<file path="config.mk">
export PLATFORM = sky130hd
export DESIGN_NAME = ss_adc_avg
export DESIGN_NICKNAME = d
export VERILOG_FILES = /design/src/rtl/ss_avg_pkg.sv /design/src/rtl/ss_sync.sv /design/src/rtl/ss_ramp.sv /design/src/rtl/ss_accum.sv /design/src/rtl/ss_adc_avg.sv
export SDC_FILE = /design/constraint.sdc
export NUM_CORES = 1
export LEC_CHECK = 0
export BUFFER_PORTS_ARGS = -buffer_cell sky130_fd_sc_hd__clkbuf_2
export CORE_AREA = 2 2 84 86
export CTS_BUF_LIST = sky130_fd_sc_hd__clkbuf_8
export DETAILED_ROUTE_END_ITERATION = 8
export DIE_AREA = 0 0 86 88
export HOLD_SLACK_MARGIN = 0.12
export PLACE_DENSITY = 0.66
export RECOVER_POWER = 50
export SLEW_MARGIN = 20
export SYNTH_ARGS = -nofsm -noshare
export SYNTH_HDL_FRONTEND = slang
export SYNTH_SLANG_ARGS = --single-unit
export TNS_END_PERCENT = 5
</file>
<file path="constraint.sdc">
create_clock -name clk_i -period 2.55 [get_ports clk_i]
set_input_delay 0.6375 -clock clk_i [delete_from_list [all_inputs] [get_ports clk_i]]
set_output_delay 0.6375 -clock clk_i [all_outputs]
set_load 0.005 [all_outputs]
</file>
<file path="src/rtl/ss_avg_pkg.sv">
package ss_avg_pkg;
  typedef enum logic [1:0] {
    ST_IDLE = 2'd0,
    ST_CNV  = 2'd1,
    ST_ACC  = 2'd2
  } adc_state_e;
endpackage

</file>
<file path="src/rtl/ss_sync.sv">
module ss_sync #(
  parameter int STAGES = 2
) (
  input  logic clk_i,
  input  logic rst_ni,
  input  logic d_i,
  output logic q_o
);
  logic [STAGES-1:0] ff_q;

  for (genvar i = 0; i < STAGES; i++) begin : g_stage
    if (i == 0) begin : g_first
      always_ff @(posedge clk_i or negedge rst_ni)
        if (!rst_ni) ff_q[0] <= 1'b0;
        else         ff_q[0] <= d_i;
    end else begin : g_rest
      always_ff @(posedge clk_i or negedge rst_ni)
        if (!rst_ni) ff_q[i] <= 1'b0;
        else         ff_q[i] <= ff_q[i-1];
    end
  end

  assign q_o = ff_q[STAGES-1];
endmodule

</file>
<file path="src/rtl/ss_ramp.sv">
module ss_ramp #(
  parameter int W   = 10,
  parameter int LAT = 2
) (
  input  logic         clk_i,
  input  logic         rst_ni,
  input  logic         clr_i,
  input  logic         step_i,
  output logic [W-1:0] code_o,
  output logic [W-1:0] code_dly_o
);
  logic [W-1:0] code_q;
  logic [W-1:0] dly_q [LAT];

  always_ff @(posedge clk_i or negedge rst_ni)
    if (!rst_ni)     code_q <= '0;
    else if (clr_i)  code_q <= '0;
    else if (step_i) code_q <= code_q + 1'b1;

  // delay line matches the comparator synchronizer depth
  for (genvar i = 0; i < LAT; i++) begin : g_dly
    if (i == 0) begin : g_first
      always_ff @(posedge clk_i or negedge rst_ni)
        if (!rst_ni) dly_q[0] <= '0;
        else         dly_q[0] <= code_q;
    end else begin : g_rest
      always_ff @(posedge clk_i or negedge rst_ni)
        if (!rst_ni) dly_q[i] <= '0;
        else         dly_q[i] <= dly_q[i-1];
    end
  end

  assign code_o     = code_q;
  assign code_dly_o = dly_q[LAT-1];
endmodule

</file>
<file path="src/rtl/ss_accum.sv">
module ss_accum #(
  parameter int W      = 10,
  parameter int N_LOG2 = 3
) (
  input  logic         clk_i,
  input  logic         rst_ni,
  input  logic         clr_i,
  input  logic         cap_i,
  input  logic [W-1:0] smp_i,
  input  logic         add_i,
  output logic         last_o,
  output logic [W-1:0] avg_o,
  output logic         done_o
);
  localparam int ACC_W = W + N_LOG2;

  logic [W-1:0]      smp_q;
  logic [ACC_W-1:0]  acc_q, acc_nxt;
  logic [N_LOG2-1:0] cnt_q;
  logic [W-1:0]      avg_q;
  logic              done_q;

  assign acc_nxt = acc_q + ACC_W'(smp_q);
  assign last_o  = (cnt_q == {N_LOG2{1'b1}});

  always_ff @(posedge clk_i or negedge rst_ni)
    if (!rst_ni)    smp_q <= '0;
    else if (cap_i) smp_q <= smp_i;

  always_ff @(posedge clk_i or negedge rst_ni)
    if (!rst_ni) begin
      acc_q <= '0;
      cnt_q <= '0;
    end else if (clr_i) begin
      acc_q <= '0;
      cnt_q <= '0;
    end else if (add_i) begin
      acc_q <= acc_nxt;
      cnt_q <= cnt_q + 1'b1;   // counts 0..N-1, bumped after each add
    end

  always_ff @(posedge clk_i or negedge rst_ni)
    if (!rst_ni) begin
      avg_q  <= '0;
      done_q <= 1'b0;
    end else begin
      done_q <= add_i && last_o;
      if (add_i && last_o) avg_q <= acc_nxt[ACC_W-1:N_LOG2];
    end

  assign avg_o  = avg_q;
  assign done_o = done_q;
endmodule

</file>
<file path="src/rtl/ss_adc_avg.sv">
module ss_adc_avg
  import ss_avg_pkg::*;
#(
  parameter int DAC_W       = 10,
  parameter int SMP_LOG2    = 3,
  parameter int SYNC_STAGES = 2
) (
  input  logic             clk_i,
  input  logic             rst_ni,
  input  logic             start_i,
  input  logic             cmp_hi_i,
  output logic [DAC_W-1:0] dac_code_o,
  output logic             done_o,
  output logic [DAC_W-1:0] avg_o
);
  localparam int          SET_W    = $clog2(SYNC_STAGES + 1);
  localparam logic [DAC_W-1:0] CODE_MAX = {DAC_W{1'b1}};

  adc_state_e       state_q, state_d;
  logic [SET_W-1:0] settle_q;
  logic             settle_clr, settle_inc, settled;
  logic             cmp_s;
  logic             dac_clr, dac_step;
  logic [DAC_W-1:0] code, code_dly;
  logic             acc_clr, acc_cap, acc_add, acc_last;

  ss_sync #(.STAGES(SYNC_STAGES)) u_sync (
    .clk_i (clk_i),
    .rst_ni(rst_ni),
    .d_i   (cmp_hi_i),
    .q_o   (cmp_s)
  );

  ss_ramp #(.W(DAC_W), .LAT(SYNC_STAGES)) u_ramp (
    .clk_i     (clk_i),
    .rst_ni    (rst_ni),
    .clr_i     (dac_clr),
    .step_i    (dac_step),
    .code_o    (code),
    .code_dly_o(code_dly)
  );

  ss_accum #(.W(DAC_W), .N_LOG2(SMP_LOG2)) u_acc (
    .clk_i (clk_i),
    .rst_ni(rst_ni),
    .clr_i (acc_clr),
    .cap_i (acc_cap),
    .smp_i (code_dly),
    .add_i (acc_add),
    .last_o(acc_last),
    .avg_o (avg_o),
    .done_o(done_o)
  );

  assign settled = (settle_q == SET_W'(SYNC_STAGES));

  always_ff @(posedge clk_i or negedge rst_ni)
    if (!rst_ni)         settle_q <= '0;
    else if (settle_clr) settle_q <= '0;
    else if (settle_inc) settle_q <= settle_q + 1'b1;

  always_ff @(posedge clk_i or negedge rst_ni)
    if (!rst_ni) state_q <= ST_IDLE;
    else         state_q <= state_d;

  always_comb begin
    state_d    = state_q;
    dac_clr    = 1'b0;
    dac_step   = 1'b0;
    acc_clr    = 1'b0;
    acc_cap    = 1'b0;
    acc_add    = 1'b0;
    settle_clr = 1'b0;
    settle_inc = 1'b0;
    case (state_q)
      ST_IDLE: begin
        if (start_i) begin
          acc_clr    = 1'b1;
          dac_clr    = 1'b1;
          settle_clr = 1'b1;
          state_d    = ST_CNV;
        end
      end
      ST_CNV: begin
        if (!settled) begin
          settle_inc = 1'b1;   // let sync and code delay fill after clear
        end else if (!cmp_s || code_dly == CODE_MAX) begin
          acc_cap = 1'b1;
          state_d = ST_ACC;
        end else if (code != CODE_MAX) begin
          dac_step = 1'b1;
        end
      end
      ST_ACC: begin
        acc_add    = 1'b1;
        dac_clr    = 1'b1;
        settle_clr = 1'b1;
        state_d    = acc_last ? ST_IDLE : ST_CNV;
      end
      default: state_d = ST_IDLE;
    endcase
  end

  assign dac_code_o = code;
endmodule

</file>
# [After elaboration in Yosys (flattened, before gate mapping)]
# Index checks and enable logic that the tools add are counted.
[totals] register_bits=73 inputBits=4 output_inout_bits=21 wordCells=59
[op_classes] add_sub_neg=4 n_eq_ne=9 n_mux=26 n_reduce_logical=8
[op_table] cell="13-bit two-way mux" count=2
[op_table] cell="10-bit two-way mux" count=2
[op_table] cell="13-bit by 10-bit adder with 13-bit output" count=1
[op_table] cell="1-bit two-way mux" count=13
[op_table] cell="10-bit by 1-bit adder with 10-bit output (second input constant)" count=1
[op_table] cell="10-bit equality test (second input constant)" count=1
[op_table] cell="2-bit two-way mux" count=5
[op_table] cell="10-bit inequality test (second input constant)" count=1
[op_table] cell="3-bit two-way mux" count=2
[op_table] cell="2-bit inequality test (second input constant)" count=3
[op_table] cell="2-bit case mux with 3 select lines" count=1
[op_table] cell="2-bit nonzero test" count=3
[op_table] cell="2-bit equality test (second input constant)" count=2
[op_table] cell="3-bit by 1-bit adder with 3-bit output (second input constant)" count=1
[op_table] cell="3-bit equality test (second input constant)" count=1
[op_table] cell="3-bit AND reduction" count=1
[op_table] cell="2-bit by 1-bit adder with 2-bit output (second input constant)" count=1
[op_table] cell="2-bit by 1-bit equality test with 1-bit output (second input constant)" count=1
[op_table] cell="2-bit zero test" count=1
[op_table] cell="1-bit case mux with 2 select lines" count=1
[op_table] cell="1-bit logical AND" count=1
[op_table] cell="1-bit zero test" count=1
[op_table] cell="1-bit logical OR" count=1

# [Longest topological paths before layout]
# Gate-level depths: netlist of the first run.
[depth] depth_word=7 depth_mapped=7

# [Modules after synthesis]
# A second synthesis of the first run with hierarchy kept.
[hier_totals] cells_unflattened=325 area_unflattened_um2=3558.4
[modules_own_cells] mod="ss_accum" n_inst=1 cells_per_inst=205 area_per_inst_um2=2089.5
[modules_own_cells] mod="ss_ramp" n_inst=1 cells_per_inst=77 area_per_inst_um2=1071.0
[modules_own_cells] mod="ss_adc_avg" n_inst=1 cells_per_inst=41 area_per_inst_um2=347.8
[modules_own_cells] mod="ss_sync" n_inst=1 cells_per_inst=2 area_per_inst_um2=50.0

# [Worst setup path before layout of the first run]
# OpenSTA, ideal clock, no wires.
[synth_timing] kind="reg-to-reg" from="reg u_acc.acc_q[0]" to="reg u_acc.acc_q[12]" arrival_ns=2.004 path_slack_ns=0.404 path_stages_with_launch=8 path_cell_list="dfrtp_1 -> ha_1 -> fa_1 -> a21o_1 -> a221o_2 -> a31o_4 -> a41oi_2 -> a31oi_1"
[synth_via] elab_chain_cells=3
[synth_lines] item="start, declared" line_no="ss_accum.sv:18" source="logic [ACC_W-1:0] acc_q, acc_nxt;"
[synth_lines] item="start signal, assigned" line_no="ss_accum.sv:38" source="acc_q <= acc_nxt;"
[synth_lines] item="13-bit by 10-bit adder with 13-bit output" line_no="ss_accum.sv:23" source="assign acc_nxt = acc_q + ACC_W'(smp_q);"
[synth_lines] item="13-bit two-way mux" line_no="ss_accum.sv:37" source="end else if (add_i) begin"
[synth_lines] item="13-bit two-way mux" line_no="ss_accum.sv:34" source="end else if (clr_i) begin"
# No other way between the ends. The select of a mux whose other input is x is not followed.
# A chain may end at the register's enable or synchronous reset.

# [Final worst setup path of the first run]
# Same ends and word-level chain as after synthesis.

==> results of run 1 <==
-- layout make-up --
class | instances | area share
Clock buffer | 9 | 0.0343
Tap cell | 80 | 0.0277
Sequential cell | 73 | 0.506
Multi-Input combinational cell | 190 | 0.365
Timing Repair Buffer | 27 | 0.0391
Clock inverter | 7 | 0.0232
Inverter | 5 | 0.00519
-- worst reg2reg max path, stage by stage, from the launching register on --
cell	delay [ns]
dfrtp_1	0.39
ha_1	0.23
fa_1	0.40
a21o_1	0.21
a221o_2	0.39
a31o_4	0.26
a41oi_2	0.18
a31oi_1	0.05
-- synth_stat cells (4+ instances only) --
master | number | area, µm²
dfrtp_1 | 73 | 1830
nand2_1 | 36 | 135
o21ai_0 | 17 | 85.1
ha_1 | 14 | 175
nor2_1 | 13 | 48.8
mux2_2 | 10 | 113
xnor2_1 | 10 | 87.6
a21oi_1 | 9 | 45.0
nand3_1 | 9 | 45.0
nand4_1 | 6 | 37.5
and3_1 | 5 | 31.3
clkbuf_1 | 5 | 18.8
inv_1 | 5 | 18.8
nor3_1 | 5 | 25.0
a211o_1 | 4 | 35.0
a21o_1 | 4 | 30.0
a22o_1 | 4 | 35.0
a31oi_1 | 4 | 25.0
mux2i_1 | 4 | 40.0
-- metal layers --
metal | up-vias | track usage | routed length (µm)
met2 | 51 | 0.244 | 2430
met5 | - | 0 | 0
met3 | 11 | 0.0452 | 218
li1 | 1057 | - | -
met4 | 0 | 0.0794 | 124
met1 | 1012 | 0.241 | 2890
-- through the flow --
| step | setup WS (ns) | util |
|---|---|---|
| 5_1_grt | 0.207 | 0.544 |
| 3_3_place_gp | 0.325 | 0.515 |
| 6_report | 0.297 | 0.544 |
| 3_5_place_dp | 0.302 | 0.515 |
| 2_1_floorplan | 0.404 | - |
| 4_1_cts | 0.287 | 0.546 |
-- worst min-delay path by stage --
| stage | startpoint | end | slack [ns] | cells after the start |
|---|---|---|---|---|
| after detailed placement | u_sync.ff_q[0] | u_sync.q_o | 0.33 | 0 |
| after global routing | u_ramp.dly_q[10] | u_ramp.code_dly_o[0] | 0.37 | 0 |
| after CTS | rst_ni | u_acc.smp_q[1] | 0.28 | 1 |
| after floorplan | u_ramp.dly_q[10] | u_ramp.code_dly_o[0] | 0.33 | 0 |
| after global placement | u_ramp.dly_q[16] | u_ramp.code_dly_o[6] | 0.33 | 0 |
| final | u_ramp.dly_q[12] | u_ramp.code_dly_o[2] | 0.35 | 0 |
-- power groups by stage --
| stage | Sequential, mW | Combinational [mW] | Clock (mW) |
|---|---|---|---|
| floorplan | 1.56 | 0.674 | 0 |
| global placement | 1.62 | 0.805 | 0 |
| detailed placement | 1.63 | 0.832 | 0 |
| CTS | 1.61 | 0.834 | 0.974 |
| global route | 1.65 | 0.935 | 1.04 |
| finish | 1.61 | 0.826 | 0.951 |
-- logic make-up after synthesis --
family / after synthesis / synth area share
and+or+nand+nor: 86 / 0.127
DFF: 73 / 0.569
AOI/OAI and AO/OA: 63 / 0.142
buffers and inverters: 15 / 0.0199
adders and majority gates: 15 / 0.0608
muxes: 14 / 0.0476
xor gates and xnor gates: 12 / 0.0327
-- sequential cells by signal (all words and copies together), names as in the netlist --
name,flops
u_ramp.dly_q,10
state_q,2
u_ramp.code_dly_o,10
u_ramp.code_o,10
u_acc.done_o,1
u_acc.avg_o,10
u_acc.acc_q,13
settle_q,2
u_sync.q_o,1
u_sync.ff_q,1
u_acc.cnt_q,3
u_acc.smp_q,10
-- placed cells by master (no fill, tap or decap), types with 2 or more instances in the layout --
cell type | Yosys | final
nand2_1 | 36 | 36
o21a_1 | 2 | 2
a21oi_1 | 9 | 9
nor2b_1 | 2 | 2
xor2_1 | 2 | 2
o211ai_1 | 3 | 3
ha_1 | 14 | 14
inv_1 | 5 | 5
dfrtp_1 | 73 | 73
mux2_2 | 10 | 10
o21ai_0 | 17 | 17
and3_1 | 5 | 5
nor3b_1 | 2 | 2
inv_6 | 0 | 3
nor3_1 | 5 | 5
mux2i_1 | 4 | 4
o31ai_1 | 2 | 2
a22o_1 | 4 | 4
o21ai_1 | 3 | 3
nor2_1 | 13 | 13
nand4_1 | 6 | 6
clkbuf_2 | 0 | 23
a211o_1 | 4 | 4
clkbuf_8 | 0 | 9
a31oi_1 | 4 | 4
buf_4 | 1 | 2
a211oi_1 | 2 | 2
nand3_1 | 9 | 9
a21o_1 | 4 | 4
xnor2_1 | 10 | 10
==> results by group, run 1 <==
Yosys
  – Seq/Total Area, Yosys: 0.569
  – Ys async rst share: 1.00
  – Mapped Cells: 278
  – Number of flops mapped to enable cells by yosys: 0
  – Post-Syn Area per Cell: 11.5 µm²
  – Synth cell types: 48
  – Synth Net Count: 297
  – Netlist Area Pre-Place: 3210 µm²
  – Synthesized flop and latch total: 73
  – Ys Warns: 0
  – Ys flop type: dfrtp_1

Placement
  – Post-Place Cells: 375
  – Placed inst area: 3420 µm²
  – GPL Wtd Cong: 0.851
  – DP HPWL: 3830 µm
  – Port Buffers: 24

STA
  – Worst Max-Slew Pin Slew: 1.27 ns
  – RSZ-0062 raised after global routing: false
  – Final setup violation count: 0
  – Count of final hold-check violations: 0
  – Hold Slack: 0.352 ns
  – Final Max Slew Viols: 0
  – Clock Skews: 0.00802 ns
  – Fmax: 0.444 GHz
  – Fin crit share: 0.884
  – Final min period: 2.25 ns
  – Slew Limit Headroom: 0.151
  – Total negative slack: 0 ns

Final layout
  – Antenna Cells: 0
  – Fillers: 587
  – Nets@finish: 325
  – Final instance area: 3610 µm²
  – Area of the multi-input gates: 1320 µm²
  – Layout Cells excl Fill: 391
  – Register area: 1830 µm²
  – Area growth, synth to finish: 12.6%
  – Layout cells sized above 1: 0.196

Worst setup path
  – CP startpoint kind: register
  – Crit path max-delay cell type: fa_1
  – Reg2reg setup slack: 0.30 ns
  – CP cell instances: ha_1, fa_1, a21o_1, a221o_2, a31o_4, a41oi_2, a31oi_1
  – CP Buf/Inv Count: 0
  – CP top delay family: compound AO/OA/AOI/OAI gates
  – FF-to-FF Start: u_acc.acc_q[0]
  – Setup crit end kind: register
  – Levels on crit path: 7
  – CP peak stage delay: 0.40 ns
  – Worst-path fanout max: 4
  – Setup crit start: u_acc.acc_q[0]
  – Reg2Reg Depth: 7
  – WP data arrival: 2.46 ns
  – Crit path kind: reg2reg
  – CP Data Required Time: 2.76 ns
  – Crit path to: u_acc.acc_q[12]
  – Critical R2R Capture: u_acc.acc_q[12]

Floorplan
  – Row count: 30
  – Starting Density: 0.483
  – DIE HEIGHT: 88 µm
  – Core area: 6640 µm²
  – I/O Pins: 25
  – Full die area: 7570 µm²
  – Die W: 86 µm

Drt
  – DR vias/cell: 5.45
  – Via count: 2131
  – 1st-iter DRT viols: 74
  – Routed wire length: 5660 µm
  – DR WL/cell: 14.5 µm
  – First-pass DRT Iterations: 4
  – Routed Antenna Nets: 0
  – Drt drc: 0

Global route
  – Largest net degree at the start of global routing: 51
  – Remaining Overflow, GRT: 0
  – Total GRT Usage: 0.170
  – Initial antenna violation count: 0
  – Vias in the first global route: 2013
  – First-pass GRT wire length: 9780 µm

Clock tree
  – Post-CTS Setup Bufs: 0
  – CTS tree: yes
  – Hold_buf cts: 0
  – TritonCTS Buffers: 9
  – H-tree depth: 3
  – Clock transition at path regs: 0.09 ns
  – CTS sink count: 73
  – Max Root-Sink Buffers: 2
  – Clk Latency, worst-skew pair: 0.35 ns
  – PostCTS Resize Cnt: 0
  – Root Buffer: clkbuf_8

Power
  – Switching pwr: 1.14 mW
  – Clk pwr share: 0.281
  – Sw Share: 0.338
  – Leakage power total: 1.77 nW
  – Combinational share of power: 0.244
  – Flop pwr share: 0.476
  – Pwr dens: 938 nW/µm²
  – Int Power: 2.25 mW
  – VDD IR max: 0.000546 V
  – Tot Pwr: 3.39 mW

Hold path
  – Worst Hold Class: reg2reg

Run
  – Max-cap violation count: 0

Run status
  – Status: complete, no violations
(Power assumes the default switching activity.)
==> run 2, diff against run 1 <==
CORE_AREA = 2 2 88 90   (was 2 2 84 86)
DIE_AREA = 0 0 90 92   (was 0 0 86 88)
PLACE_DENSITY = unset   (was 0.66)
==> run 2 against run 1 <==
  * Clock skew hardly changed
  * Maximum frequency decreased by 1.2%
  * Critical path type unchanged
  * Final area is 1.3% higher
  * Global-route usage fell by 1.3 points
==> results by group, run 2 (synthesis results as in run 1) <==
Run status
  – Status: complete, no violations

STA
  – Hold Slack: 0.352 ns
  – Worst Max-Slew Pin Slew: 1.19 ns
  – Total negative slack: 0 ns
  – Final setup violation count: 0
  – Clock Skews: 0.00804 ns
  – Slew Limit Headroom: 0.206
  – Final Max Slew Viols: 0
  – Fmax: 0.438 GHz
  – Fin crit share: 0.894
  – RSZ-0062 raised after global routing: false
  – Count of final hold-check violations: 0
  – Final min period: 2.28 ns

Clock tree
  – TritonCTS Buffers: 9
  – Root Buffer: clkbuf_8
  – H-tree depth: 3
  – Hold_buf cts: 0
  – Clk Latency, worst-skew pair: 0.34 ns
  – Clock transition at path regs: 0.08 ns
  – Max Root-Sink Buffers: 2
  – CTS tree: yes
  – CTS sink count: 73
  – Post-CTS Setup Bufs: 0
  – PostCTS Resize Cnt: 0

Worst setup path
  – Setup crit end kind: register
  – CP Data Required Time: 2.75 ns
  – CP startpoint kind: register
  – WP data arrival: 2.48 ns
  – Setup crit start: u_acc.acc_q[0]
  – FF-to-FF Start: u_acc.acc_q[0]
  – Reg2Reg Depth: 7
  – Critical R2R Capture: u_acc.acc_q[12]
  – Worst-path fanout max: 4
  – Crit path to: u_acc.acc_q[12]
  – Crit path kind: reg2reg
  – Reg2reg setup slack: 0.27 ns

Floorplan
  – Row count: 32
  – Core area: 7450 µm²
  – I/O Pins: 25
  – Die W: 90 µm
  – Starting Density: 0.431
  – Full die area: 8280 µm²
  – DIE HEIGHT: 92 µm

Drt
  – DR vias/cell: 5.19
  – DR WL/cell: 14.3 µm
  – Drt drc: 0
  – First-pass DRT Iterations: 5
  – Routed wire length: 5900 µm
  – Routed Antenna Nets: 0
  – Via count: 2149
  – 1st-iter DRT viols: 62

Global route
  – First-pass GRT wire length: 10300 µm
  – Remaining Overflow, GRT: 0
  – Vias in the first global route: 2080
  – Largest net degree at the start of global routing: 32
  – Total GRT Usage: 0.157
  – Initial antenna violation count: 0

Placement
  – GPL Wtd Cong: 0.916
  – Port Buffers: 24
  – Post-Place Cells: 398
  – DP HPWL: 4180 µm

Hold path
  – Worst hold start: u_ramp.dly_q[13]
  – Worst Hold Class: reg2reg

Power
  – Combinational share of power: 0.243
  – Leakage power total: 1.78 nW
  – Sw Share: 0.332
  – Clk pwr share: 0.284
  – Pwr dens: 928 nW/µm²
  – Switching pwr: 1.13 mW
  – VDD IR max: 0.000368 V
  – Int Power: 2.27 mW
  – Flop pwr share: 0.473

Final layout
  – Nets@finish: 326
  – Layout Cells excl Fill: 414
  – Area growth, synth to finish: 14.1%
  – Most frequent cells in the layout: dfrtp_1 (73), nand2_1 (36), clkbuf_2 (24)
  – Top reg by flops: u_acc.acc_q
  – Number of flip-flops in the largest register: 13
  – Antenna Cells: 0
  – Commonest non-fill, non-tap cell in the layout: dfrtp_1
  – Layout cells sized above 1: 0.199

Run
  – Max-cap violation count: 0
[run 2: cell types whose count changed in the layout (fill, tap and decap cells not counted)]
cell / previous run / this run
clkinv_4: 1 / 0
clkbuf_4: 1 / 0
buf_12: 0 / 1
inv_6: 3 / 4
inv_8: 1 / 0
clkbuf_2: 23 / 24
clkbuf_8: 9 / 10
[run 2: layout make-up]
type | count | area [µm²]
Fill cell | 710 | 3790
Sequential cell | 73 | 1830
Multi-Input combinational cell | 190 | 1320
Timing Repair Buffer | 28 | 159
Clock buffer | 10 | 138
Tap cell | 102 | 128
Clock inverter | 6 | 72.6
Inverter | 5 | 18.8
[run 2: layer usage]
layer / share of wire / track usage / wire length, µm
met1: 0.49 / 0.213 / 2880
met2: 0.46 / 0.239 / 2690
met5: 0 / 0 / 0
met4: 0.015 / 0.0641 / 86
met3: 0.041 / 0.0419 / 245
[run 2: worst min path at each step]
stage / end / slack [ns] / cells past startpoint
final: u_ramp.code_dly_o[3] / 0.35 / 0
after global routing: u_ramp.code_dly_o[0] / 0.36 / 0
after CTS: u_acc.avg_o[7] / 0.27 / 1
after detailed placement: u_sync.q_o / 0.33 / 0
after global placement: u_ramp.code_dly_o[4] / 0.33 / 0
after floorplan: u_ramp.code_dly_o[0] / 0.33 / 0
[run 2: stage by stage]
| step | util | setup slack [ns] | instance area (µm²) | total power [mW] |
|---|---|---|---|---|
| 2_1_floorplan | - | 0.404 | 3210 | 2.23 |
| 6_report | 0.492 | 0.269 | 3660 | 3.40 |
| 5_1_grt | 0.492 | 0.141 | 3660 | 3.65 |
| 3_5_place_dp | 0.466 | 0.296 | 3470 | 2.48 |
| 3_3_place_gp | 0.466 | 0.320 | 3470 | 2.44 |
| 4_1_cts | 0.494 | 0.263 | 3680 | 3.44 |
[run 2: power by group through the flow]
stage | Combinational, mW | Clock (mW) | Sequential, mW
final | 0.824 | 0.965 | 1.61
after global routing | 0.954 | 1.04 | 1.65
after CTS | 0.845 | 0.985 | 1.61
after detailed placement | 0.843 | 0 | 1.63
after global placement | 0.817 | 0 | 1.62
after floorplan | 0.674 | 0 | 1.56
[run 2: critical path, cell delays in order, from the launching register on]
cell and delay, ns:
dfrtp_1 0.40, ha_1 0.23, fa_1 0.41, a21o_1 0.21, a221o_2 0.40, a31o_4 0.26
a41oi_2 0.18, a31oi_1 0.06
